`config.mk`:
```
export PLATFORM = sky130hd
export DESIGN_NAME = i2c_reg_master
export DESIGN_NICKNAME = d
export VERILOG_FILES = /design/src/rtl/i2cm_pkg.sv /design/src/rtl/i2cm_tick.sv /design/src/rtl/i2cm_fifo.sv /design/src/rtl/i2c_reg_master.sv
export SDC_FILE = /design/constraint.sdc
export NUM_CORES = 1
export LEC_CHECK = 0
export BUFFER_PORTS_ARGS = -buffer_cell sky130_fd_sc_hd__buf_2
export CAP_MARGIN = 20
export CORE_MARGIN = 1.5
export CORE_UTILIZATION = 61
export CTS_CLUSTER_DIAMETER = 60
export CTS_CLUSTER_SIZE = 8
export DETAILED_ROUTE_END_ITERATION = 10
export GPL_ROUTABILITY_DRIVEN = 0
export PLACE_DENSITY = 0.85
export SLEW_MARGIN = 20
export SYNTH_ARGS = -nofsm -noshare
export SYNTH_HDL_FRONTEND = slang
export SYNTH_SLANG_ARGS = --single-unit
export TNS_END_PERCENT = 50
```
`constraint.sdc`:
```
create_clock -name clk -period 3.1 [get_ports clk]
set_input_delay 0.155 -clock clk [delete_from_list [all_inputs] [get_ports clk]]
set_output_delay 0.155 -clock clk [all_outputs]
set_load 0.02 [all_outputs]
```
`src/rtl/i2cm_pkg.sv`:
```
package i2cm_pkg;
    typedef enum logic [2:0] {
        ST_IDLE, ST_START, ST_XFER, ST_HOLD, ST_STOP
    } bus_st_e;

    localparam logic [2:0] A_CTRL = 3'd0;
    localparam logic [2:0] A_STAT = 3'd1;
    localparam logic [2:0] A_TXD  = 3'd2;
    localparam logic [2:0] A_RXD  = 3'd3;
    localparam logic [2:0] A_THR  = 3'd4;

    localparam int C_EN   = 0;
    localparam int C_MS   = 1;
    localparam int C_TX   = 2;
    localparam int C_NACK = 3;

    localparam int S_RXF   = 0;
    localparam int S_TXE   = 1;
    localparam int S_TXERR = 2;
    localparam int S_ARB   = 3;
    localparam int S_IDLE  = 4;
    localparam int SW      = 5;
endpackage

```
`src/rtl/i2cm_tick.sv`:
```
module i2cm_tick #(
    parameter int DIV = 8,
    localparam int DW = (DIV > 1) ? $clog2(DIV) : 1
) (
    input  logic clk,
    input  logic rst_n,
    input  logic run,
    output logic tick
);
    logic [DW-1:0] cnt_d, cnt_q;

    assign tick = run && (cnt_q == DW'(DIV - 1));

    always_comb begin
        if (!run || tick) cnt_d = '0;
        else              cnt_d = cnt_q + 1'b1;
    end

    always_ff @(posedge clk or negedge rst_n) begin
        if (!rst_n) cnt_q <= '0;
        else        cnt_q <= cnt_d;
    end
endmodule

```
`src/rtl/i2cm_fifo.sv`:
```
module i2cm_fifo #(
    parameter int WIDTH = 8,
    parameter int DEPTH = 4,
    localparam int AW = $clog2(DEPTH)
) (
    input  logic             clk,
    input  logic             rst_n,
    input  logic             flush,
    input  logic             push,
    input  logic [WIDTH-1:0] din,
    input  logic             pop,
    output logic [WIDTH-1:0] dout,
    output logic [AW:0]      count
);
    typedef struct packed {
        logic [AW-1:0] wp;
        logic [AW-1:0] rp;
        logic [AW:0]   cnt;
    } fifo_st_t;

    fifo_st_t d, q;
    logic [WIDTH-1:0] mem [DEPTH];
    logic do_push, do_pop;

    assign do_push = push && (q.cnt != (AW+1)'(DEPTH));
    assign do_pop  = pop && (q.cnt != '0);
    assign dout    = mem[q.rp];
    assign count   = q.cnt;

    always_comb begin
        d = q;
        if (do_push) d.wp = q.wp + 1'b1;
        if (do_pop)  d.rp = q.rp + 1'b1;
        d.cnt = q.cnt + (AW+1)'(do_push) - (AW+1)'(do_pop);
        if (flush) d = '0;
    end

    always_ff @(posedge clk or negedge rst_n) begin
        if (!rst_n) q <= '0;
        else        q <= d;
    end

    always_ff @(posedge clk) begin
        if (do_push && !flush) mem[q.wp] <= din;
    end
endmodule

```
`src/rtl/i2c_reg_master.sv`:
```
module i2c_reg_master
    import i2cm_pkg::*;
#(
    parameter int DIV        = 8,
    parameter int FIFO_DEPTH = 4
) (
    input  logic       clk,
    input  logic       rst_n,
    input  logic [2:0] reg_addr,
    input  logic       reg_wr,
    input  logic       reg_rd,
    input  logic [7:0] reg_wdata,
    output logic [7:0] reg_rdata,
    input  logic       scl_i,
    output logic       scl_oe,
    input  logic       sda_i,
    output logic       sda_oe
);
    localparam int TW = $clog2(FIFO_DEPTH);
    localparam int CW = TW + 1;

    typedef struct packed {
        bus_st_e       st;
        logic [1:0]    ph;
        logic [3:0]    bitn;
        logic [7:0]    sh;
        logic          smp;
        logic          sending;
        logic          addr_byte;
        logic          rd_mode;
        logic          en, ms, dir_tx, nack, ms_prev;
        logic [SW-1:0] stat;
        logic [TW-1:0] thr;
    } mst_t;

    mst_t d, q;
    logic tick, adv, rx_over, tx_pop, rx_push, flush;
    logic wr_ctrl, wr_stat, wr_thr, tx_push, rx_pop;
    logic [7:0] tx_dout, rx_dout;
    logic [CW-1:0] tx_cnt, rx_cnt;
    logic [SW-1:0] stat_set;

    i2cm_tick #(.DIV(DIV)) u_tick (
        .clk(clk), .rst_n(rst_n), .run(q.st != ST_IDLE), .tick(tick));

    i2cm_fifo #(.WIDTH(8), .DEPTH(FIFO_DEPTH)) u_txq (
        .clk(clk), .rst_n(rst_n), .flush(flush), .push(tx_push), .din(reg_wdata),
        .pop(tx_pop), .dout(tx_dout), .count(tx_cnt));

    i2cm_fifo #(.WIDTH(8), .DEPTH(FIFO_DEPTH)) u_rxq (
        .clk(clk), .rst_n(rst_n), .flush(flush), .push(rx_push), .din(q.sh),
        .pop(rx_pop), .dout(rx_dout), .count(rx_cnt));

    assign wr_ctrl = reg_wr && (reg_addr == A_CTRL);
    assign wr_stat = reg_wr && (reg_addr == A_STAT);
    assign wr_thr  = reg_wr && (reg_addr == A_THR);
    assign tx_push = reg_wr && (reg_addr == A_TXD);
    assign rx_pop  = reg_rd && (reg_addr == A_RXD);
    assign rx_over = rx_cnt > CW'(q.thr);

    // Bus drive per state and quarter-bit phase
    always_comb begin
        scl_oe = 1'b0;
        sda_oe = 1'b0;
        unique case (q.st)
            ST_START: sda_oe = q.ph[1];
            ST_XFER: begin
                scl_oe = !q.ph[1];
                if (q.bitn < 4'd8) sda_oe = q.sending && !q.sh[7];
                else               sda_oe = !q.sending && !q.nack;
            end
            ST_HOLD:  scl_oe = 1'b1;
            ST_STOP: begin
                scl_oe = (q.ph == 2'd0);
                sda_oe = !q.ph[1];
            end
            default: ;
        endcase
    end

    // A tick only advances once a released SCL is seen high (slave stretch)
    assign adv = tick && (scl_oe || scl_i);

    always_comb begin
        d        = q;
        tx_pop   = 1'b0;
        rx_push  = 1'b0;
        flush    = 1'b0;
        stat_set = '0;
        d.ms_prev = q.ms;
        if (wr_ctrl) begin
            d.en     = reg_wdata[C_EN];
            d.ms     = reg_wdata[C_MS];
            d.dir_tx = reg_wdata[C_TX];
            d.nack   = reg_wdata[C_NACK];
            flush    = q.en && !reg_wdata[C_EN];
        end
        if (wr_thr) d.thr = reg_wdata[TW-1:0];

        unique case (q.st)
            ST_IDLE: begin
                if (q.en && q.ms && !q.ms_prev && tx_cnt != '0) begin
                    tx_pop      = 1'b1;
                    d.sh        = tx_dout;
                    d.rd_mode   = tx_dout[0];
                    d.addr_byte = 1'b1;
                    d.sending   = 1'b1;
                    d.ph        = '0;
                    d.bitn      = '0;
                    d.st        = ST_START;
                end
            end
            ST_START, ST_STOP: begin
                if (adv) begin
                    d.ph = q.ph + 2'd1;
                    if (q.ph == 2'd3) begin
                        d.st = (q.st == ST_START) ? ST_XFER : ST_IDLE;
                        stat_set[S_IDLE] = (q.st == ST_STOP);
                    end
                end
            end
            ST_XFER: begin
                if (adv) begin
                    d.ph = q.ph + 2'd1;
                    if (q.ph == 2'd2) begin
                        d.smp = sda_i;
                        if (q.bitn < 4'd8 && q.sending && q.sh[7] && !sda_i) begin
                            d.st = ST_IDLE;
                            d.ms = 1'b0;
                            stat_set[S_ARB] = 1'b1;
                        end
                    end
                    if (q.ph == 2'd3) begin
                        d.bitn = q.bitn + 4'd1;
                        if (q.bitn < 4'd8) begin
                            d.sh = {q.sh[6:0], q.smp};
                        end else begin
                            d.bitn = '0;
                            d.addr_byte = 1'b0;
                            if (!q.sending) begin
                                rx_push = 1'b1;
                                d.st    = ST_HOLD;
                            end else if (q.smp) begin
                                stat_set[S_TXERR] = 1'b1;
                                d.st = ST_STOP;
                            end else if (q.addr_byte && q.rd_mode) begin
                                d.sending = 1'b0;
                            end else begin
                                d.st = ST_HOLD;
                            end
                        end
                    end
                end
            end
            ST_HOLD: begin
                if (tick) begin
                    d.ph   = '0;
                    d.bitn = '0;
                    if (q.rd_mode) begin
                        if (!rx_over) begin
                            d.st      = q.ms ? ST_XFER : ST_STOP;
                            d.sending = 1'b0;
                        end
                    end else if (tx_cnt != '0) begin
                        tx_pop    = 1'b1;
                        d.sh      = tx_dout;
                        d.sending = 1'b1;
                        d.st      = ST_XFER;
                    end else if (!q.ms) begin
                        d.st = ST_STOP;
                    end
                end
            end
            default: d.st = ST_IDLE;
        endcase

        if (!q.en) d.st = ST_IDLE;

        d.stat = (q.stat & ~(wr_stat ? reg_wdata[SW-1:0] : '0)) | stat_set;
        d.stat[S_RXF] = d.stat[S_RXF] | rx_over;
        d.stat[S_TXE] = d.stat[S_TXE] | (tx_cnt == '0);
    end

    always_ff @(posedge clk or negedge rst_n) begin
        if (!rst_n) q <= '0;
        else        q <= d;
    end

    always_comb begin
        unique case (reg_addr)
            A_CTRL:  reg_rdata = {4'b0, q.nack, q.dir_tx, q.ms, q.en};
            A_STAT:  reg_rdata = {3'b0, q.stat};
            A_RXD:   reg_rdata = rx_dout;
            A_THR:   reg_rdata = 8'(q.thr);
            default: reg_rdata = 8'h00;
        endcase
    end

    // SDA moves while SCL is released only to form START/STOP (or on release)
    p_sda_moves_low_r3: assert property (@(posedge clk) disable iff (!rst_n)
        (!scl_oe && $past(!scl_oe) && sda_oe != $past(sda_oe))
            |-> (q.st == ST_START || q.st == ST_STOP || q.st == ST_IDLE));

    // receive FIFO above threshold keeps SCL pulled low during a transfer
    p_stall_scl_r6: assert property (@(posedge clk) disable iff (!rst_n)
        (q.rd_mode && rx_over && q.en && (q.st == ST_HOLD || q.st == ST_XFER)) |-> scl_oe);

    // no push into a full receive FIFO
    p_no_rx_overflow_r7: assert property (@(posedge clk) disable iff (!rst_n)
        rx_push |-> (rx_cnt != CW'(FIFO_DEPTH)));

    // arbitration loss leaves master mode off and the bus released
    p_arb_release_r10: assert property (@(posedge clk) disable iff (!rst_n)
        $rose(q.stat[S_ARB]) |-> (!q.ms && !scl_oe && !sda_oe));

    // a disabled controller drives neither line on the next cycle
    p_disable_release_r11: assert property (@(posedge clk) disable iff (!rst_n)
        !q.en |=> (!scl_oe && !sda_oe));
endmodule

```
======== After elaboration in Yosys (flattened, before gate mapping) ========
Memories as Yosys holds them, arrays and structs flattened.
Index checks and enable logic that the tools add are counted.
storage, ports and cells
  memories kept ........................... 2
  register bits after elaboration ......... 50
  RAM bits ................................ 64
  logic and storage cells ................. 213
cells by class
  reductions and logical operators ........ 57
  bitwise operators ....................... 5
  $lt $le $gt $ge ......................... 2
  add/sub/neg operators ................... 11
  muxes and demuxes ....................... 83
  eq/ne operators ......................... 31
memory list
  name       depth  width  rd ports  clocked after memory_dff  write ports  RTL line         RTL
  u_rxq.mem  4      8      1         0                         1            i2cm_fifo.sv:22  logic [WIDTH-1:0] mem [DEPTH];
  u_txq.mem  4      8      1         0                         1            i2cm_fifo.sv:22
operator list
  cell                                                                   count
  3-bit 2-to-1 mux                                                       17
  1-bit 2-to-1 mux                                                       36
  12-bit case mux with 3 select lines                                    1
  17-bit 2-to-1 mux                                                      2
  8-bit case mux with 4 select lines                                     1
  3-bit inequality test, second input constant                           9
  8-bit 2-to-1 mux                                                       3
  1-bit logical AND                                                      23
  20-bit 2-to-1 mux                                                      1
  2-bit 2-to-1 mux                                                       9
  2-bit inequality test, second input constant                           9
  8-bit AND reduction                                                    2
  5-bit AND reduction                                                    3
  7-bit 2-to-1 mux                                                       2
  3-bit by 2-bit equality test with 1-bit output, second input constant  4
  12-bit 2-to-1 mux                                                      1
  3-bit case mux with 4 select lines                                     1
  3-bit nonzero test                                                     4
  2-bit by 1-bit adder with 2-bit output, second input constant          5
  5-bit 2-to-1 mux                                                       2
  2-bit nonzero test                                                     5
  3-bit equality test, second input constant                             3
  1-bit zero test                                                        9
  3-bit zero test                                                        3
  25 further kinds                                                       34

======== Logic depth before layout (Yosys ltp) ========
  depth in word-level cells ............... 14
  gate-level depth with buffers ........... 11

======== By module ========
From an unflattened synthesis, not the netlist that was laid out.
unflattened totals
  cells, all modules ...................... 425
  area total of the unflattened synthesis .. 5615.4 um^2
by module, submodules not included
  module          cells an instance  instances  area each (um^2)
  i2cm_fifo       89                 2          1635.3
  i2c_reg_master  238                1          2207.1
  i2cm_tick       9                  1          137.6

======== Worst setup path before layout ========
Ideal clock, no wire load.
  kind .................................... register to register
  start point ............................. register u_tick.cnt_q[0]
  end point ............................... register u_txq.q, in the netlist u_txq.count[1]
  arrival time ............................ 2457 ps
  library setup time ...................... 122 ps
  stages on the path, launching flop included .. 11
  clock period less this slack ............ 2579 ps
  setup slack ............................. 521 ps
  cells stage by stage .................... dfrtp_1 > ha_1 > ha_1 > nand2_1 > or4b_1 > a21oi_2 > ha_1 > inv_1 > ha_1 > fa_1 > nor2b_1
RTL lines
  what                      RTL line         RTL
  start: declaration        i2cm_tick.sv:10  logic [DW-1:0] cnt_d, cnt_q;
  start signal: assignment  i2cm_tick.sv:21  else cnt_q <= cnt_d;
  end signal: assignment    i2cm_fifo.sv:39  if (!rst_n) q <= '0;
  end signal: assignment    i2cm_fifo.sv:40  else q <= d;
  end: declaration          i2cm_fifo.sv:21  fifo_st_t d, q;

==> impl_results.md <==
* Post-synthesis net count at ~450
* Starting Density at 0.6233
* ANT nets after route at 0
* Via-per-instance ratio at 6.376
* Die W at 96.94 um
* H-tree Lvls at 4
* Area growth from synthesis to layout at 17.95%
* Largest family of logic cells by synthesized area: simple AND/OR/NAND/NOR gates
* Fmax achieved at 0.3480 GHz
* FF+latch count, synth at 114
* Tcrit/Tclk final at 0.9268
* Drt drc at 0
* Warnings from Yosys at 0
* Crit path time final at 2.873 ns
* Simple-gate share of the synthesized area at 0.1265
* Std-Cell Rows at 34
* Post CTS Setup Buffer Count at 0
* Slew margin rel. at 0.4012
* Total grt overflow at 0
* Initial antenna violation count at 0
* Synthesized netlist cell count at 408
* Clk Latency, worst-skew pair at 0.52 ns
* Top FF cell, synth: edfxtp_1
* Die Y at 96.94 um
* Synth Area in XOR/XNOR at 0.01464
* Final hold vios at 0
* Hold Buf Count CTS at 10
* Status: finished, final reports clean
* Commonest cells post-synth: edfxtp_1 (64), dfrtp_1 (50), nand2_1 (32), nor2_1 (27), inv_1 (21)
* # diodes at 0
* GR Util All Layers at 0.2754
* Adder-cell share of the synthesized area at 0.05393
* Share of the yosys chip area belonging to registers at 0.5895
* Largest area contributor in the netlist: edfxtp_1
* Arrival time worst endpoint at 3.28 ns
* Critical-path maximum fanout at 5
* CP endpoint kind: flip-flop
* Clock buffer depth at 2
* Worst Max-Slew Pin Slew at 0.8922 ns
* Multiplexer share of the synthesized area at 0.09670
* Clock buffer count from CTS at 17
* Core area at 0.008636 mm2
* WS Path Type: reg2reg
* Final wirelength at 11930 um
* Final #Nets at 493
* Vias in the first global route at 3803
* Unrepaired setup endpoints after global routing: false
* First drt pass iteration count at 5
* DPL Wire Length at 7793 um
* IO buf count at 26
* Post-synth EDFFs at 64
* Setup tns final at 0 ns
* Final Max Tran Viols at 0
* CTS tree: built
* Mapped cell area at 0.005383 mm2
* Routed WL per cell at 20.75 um
* Async SR Flop Fraction at 0.4386
* Area fraction in compound gates after synthesis at 0.09298
* Distinct cells, synth at slightly above 60
* Crit path required time at 3.51 ns
* Buffer type at the clock tree root: clkbuf_8
* Share of layout cells above drive strength 1 at 0.2184
* Worst Setup Slack, final at 0.2268 ns
* Ports at 27
* Class of the worst hold path: in2reg
* Area contributors post-synth: edfxtp_1 (36%), dfrtp_1 (23%), mux4_2 (6.7%)
* Dpl ws at 0.2973 ns
* PostCTS Resize Cnt at 0
* CTS Sinks at between 100 and 150
* Total of max-cap violations at 0
* Pin count of the biggest net entering global routing at between 50 and 60
* Routed vias at 3666
* Final setup vio count at 0
* Clock slew at reported path FFs at 0.06 ns
* VDD IR max at 471.4 uV
* Syn_area_per_cell at 13.19 um2
* Number of DRC markers in iteration 0 at just over 400
* CP Launch Type: flip-flop
* PwrDens at 832.5 mW/mm2
* First-pass GRT wire length at 19490 um
* Area share of the largest cell type after synthesis at 0.3570
* Worst Skew at 0.006421 ns
* Die area at 0.009396 mm2
* Pleak at between 0.002 and 0.003 uW
* Most numerous cell in the Yosys netlist: edfxtp_1
## where the power goes
group	switching [uW]	internal [uW]	total [uW]
registers	364	1850	2220
clock network	717	1310	2030
logic	505	533	1040
total	1590	3700	5290
## sequential cells by signal, indices dropped and copies added, names as in the netlist
register,flops
u_txq.q,4
q,32
u_txq.count,3
u_rxq.count,3
d,1
u_rxq.mem,32
u_tick.cnt_q,3
u_txq.mem,32
u_rxq.q,4
## logic make-up (layout without fill, tap and decap cells)
family	Yosys count	after routing
multiplexers	31	31
XOR/XNOR	9	9
adder cells (fa/ha/maj)	22	22
buffers and inverters	35	94
AO/OA/AOI/OAI	72	72
AND/OR/NAND/NOR	125	125
flip-flops	114	114
## layout make-up
cell class / count / area [um2]
clock buffer: 17 / 414.1
fill: 513 / 2287
multi-input combinational: 259 / 2071
inverter: 21 / 78.83
clock inverter: 15 / 206.4
tap: 108 / 135.1
sequential: 114 / 3173
timing repair buffer: 41 / 270.3
## per-layer routing
metal / GRT usage / part of all wire / vias up
met5: 0 / 0 / -
met4: 0.1527 / 0.036 / 0
met3: 0.05058 / 0.065 / 44
met2: 0.4502 / 0.51 / 187
met1: 0.3496 / 0.39 / 1816
li1: - / - / 1619
## worst paths after layout
| check | slack, ns | to | cells after the start | from |
|---|---|---|---|---|
| hold / removal | 0.1 | q[1] | 3 | reg_wr |
| min in group asynchronous | 0.19 | u_rxq.count[2] | 2 | rst_n |
| setup / recovery | 0.23 | u_txq.count[1] | 10 | u_tick.cnt_q[0] |
| hold reg to reg | 0.44 | u_tick.cnt_q[0] | 1 | u_tick.cnt_q[0] |
| max in group asynchronous | 2.47 | q[31] | 2 | rst_n |
| setup reg to reg | 0.23 | u_txq.count[1] | 10 | u_tick.cnt_q[0] |
## per-stage QoR
stage               instance area, um2  hold WS (ns)    util  std cells  total power [uW]
global route                      6349        0.1174  0.7351        575              5516
global placement                  5625        0.3659  0.6514        533              3151
finish                            6349       0.09791  0.7351        575              5285
floorplan                         5383       -0.1406       -        408              2921
CTS                               6346       0.08982  0.7349        575              5286
detailed placement                5625        0.3734  0.6514        533              3240
## worst max-delay path: stages (launching register included)
cell and delay [ns]:
dfrtp_1 0.35, ha_1 0.15, ha_1 0.23, nand2_1 0.12, or4b_1 0.54, a21oi_2 0.29
ha_1 0.29, inv_1 0.06, ha_1 0.15, fa_1 0.42, nor2b_1 0.15
## layout by cell type, fill, tap and decap left out, drive strengths merged, types with 16 or more instances in the layout
master and instances:
inv 24, ha 20, clkbuf 17, mux4 16, edfxtp 64, nor2 28, o21ai 21, nand2 32
buf 31, dfrtp 50
Note: power is estimated with default switching activity, not from simulation.
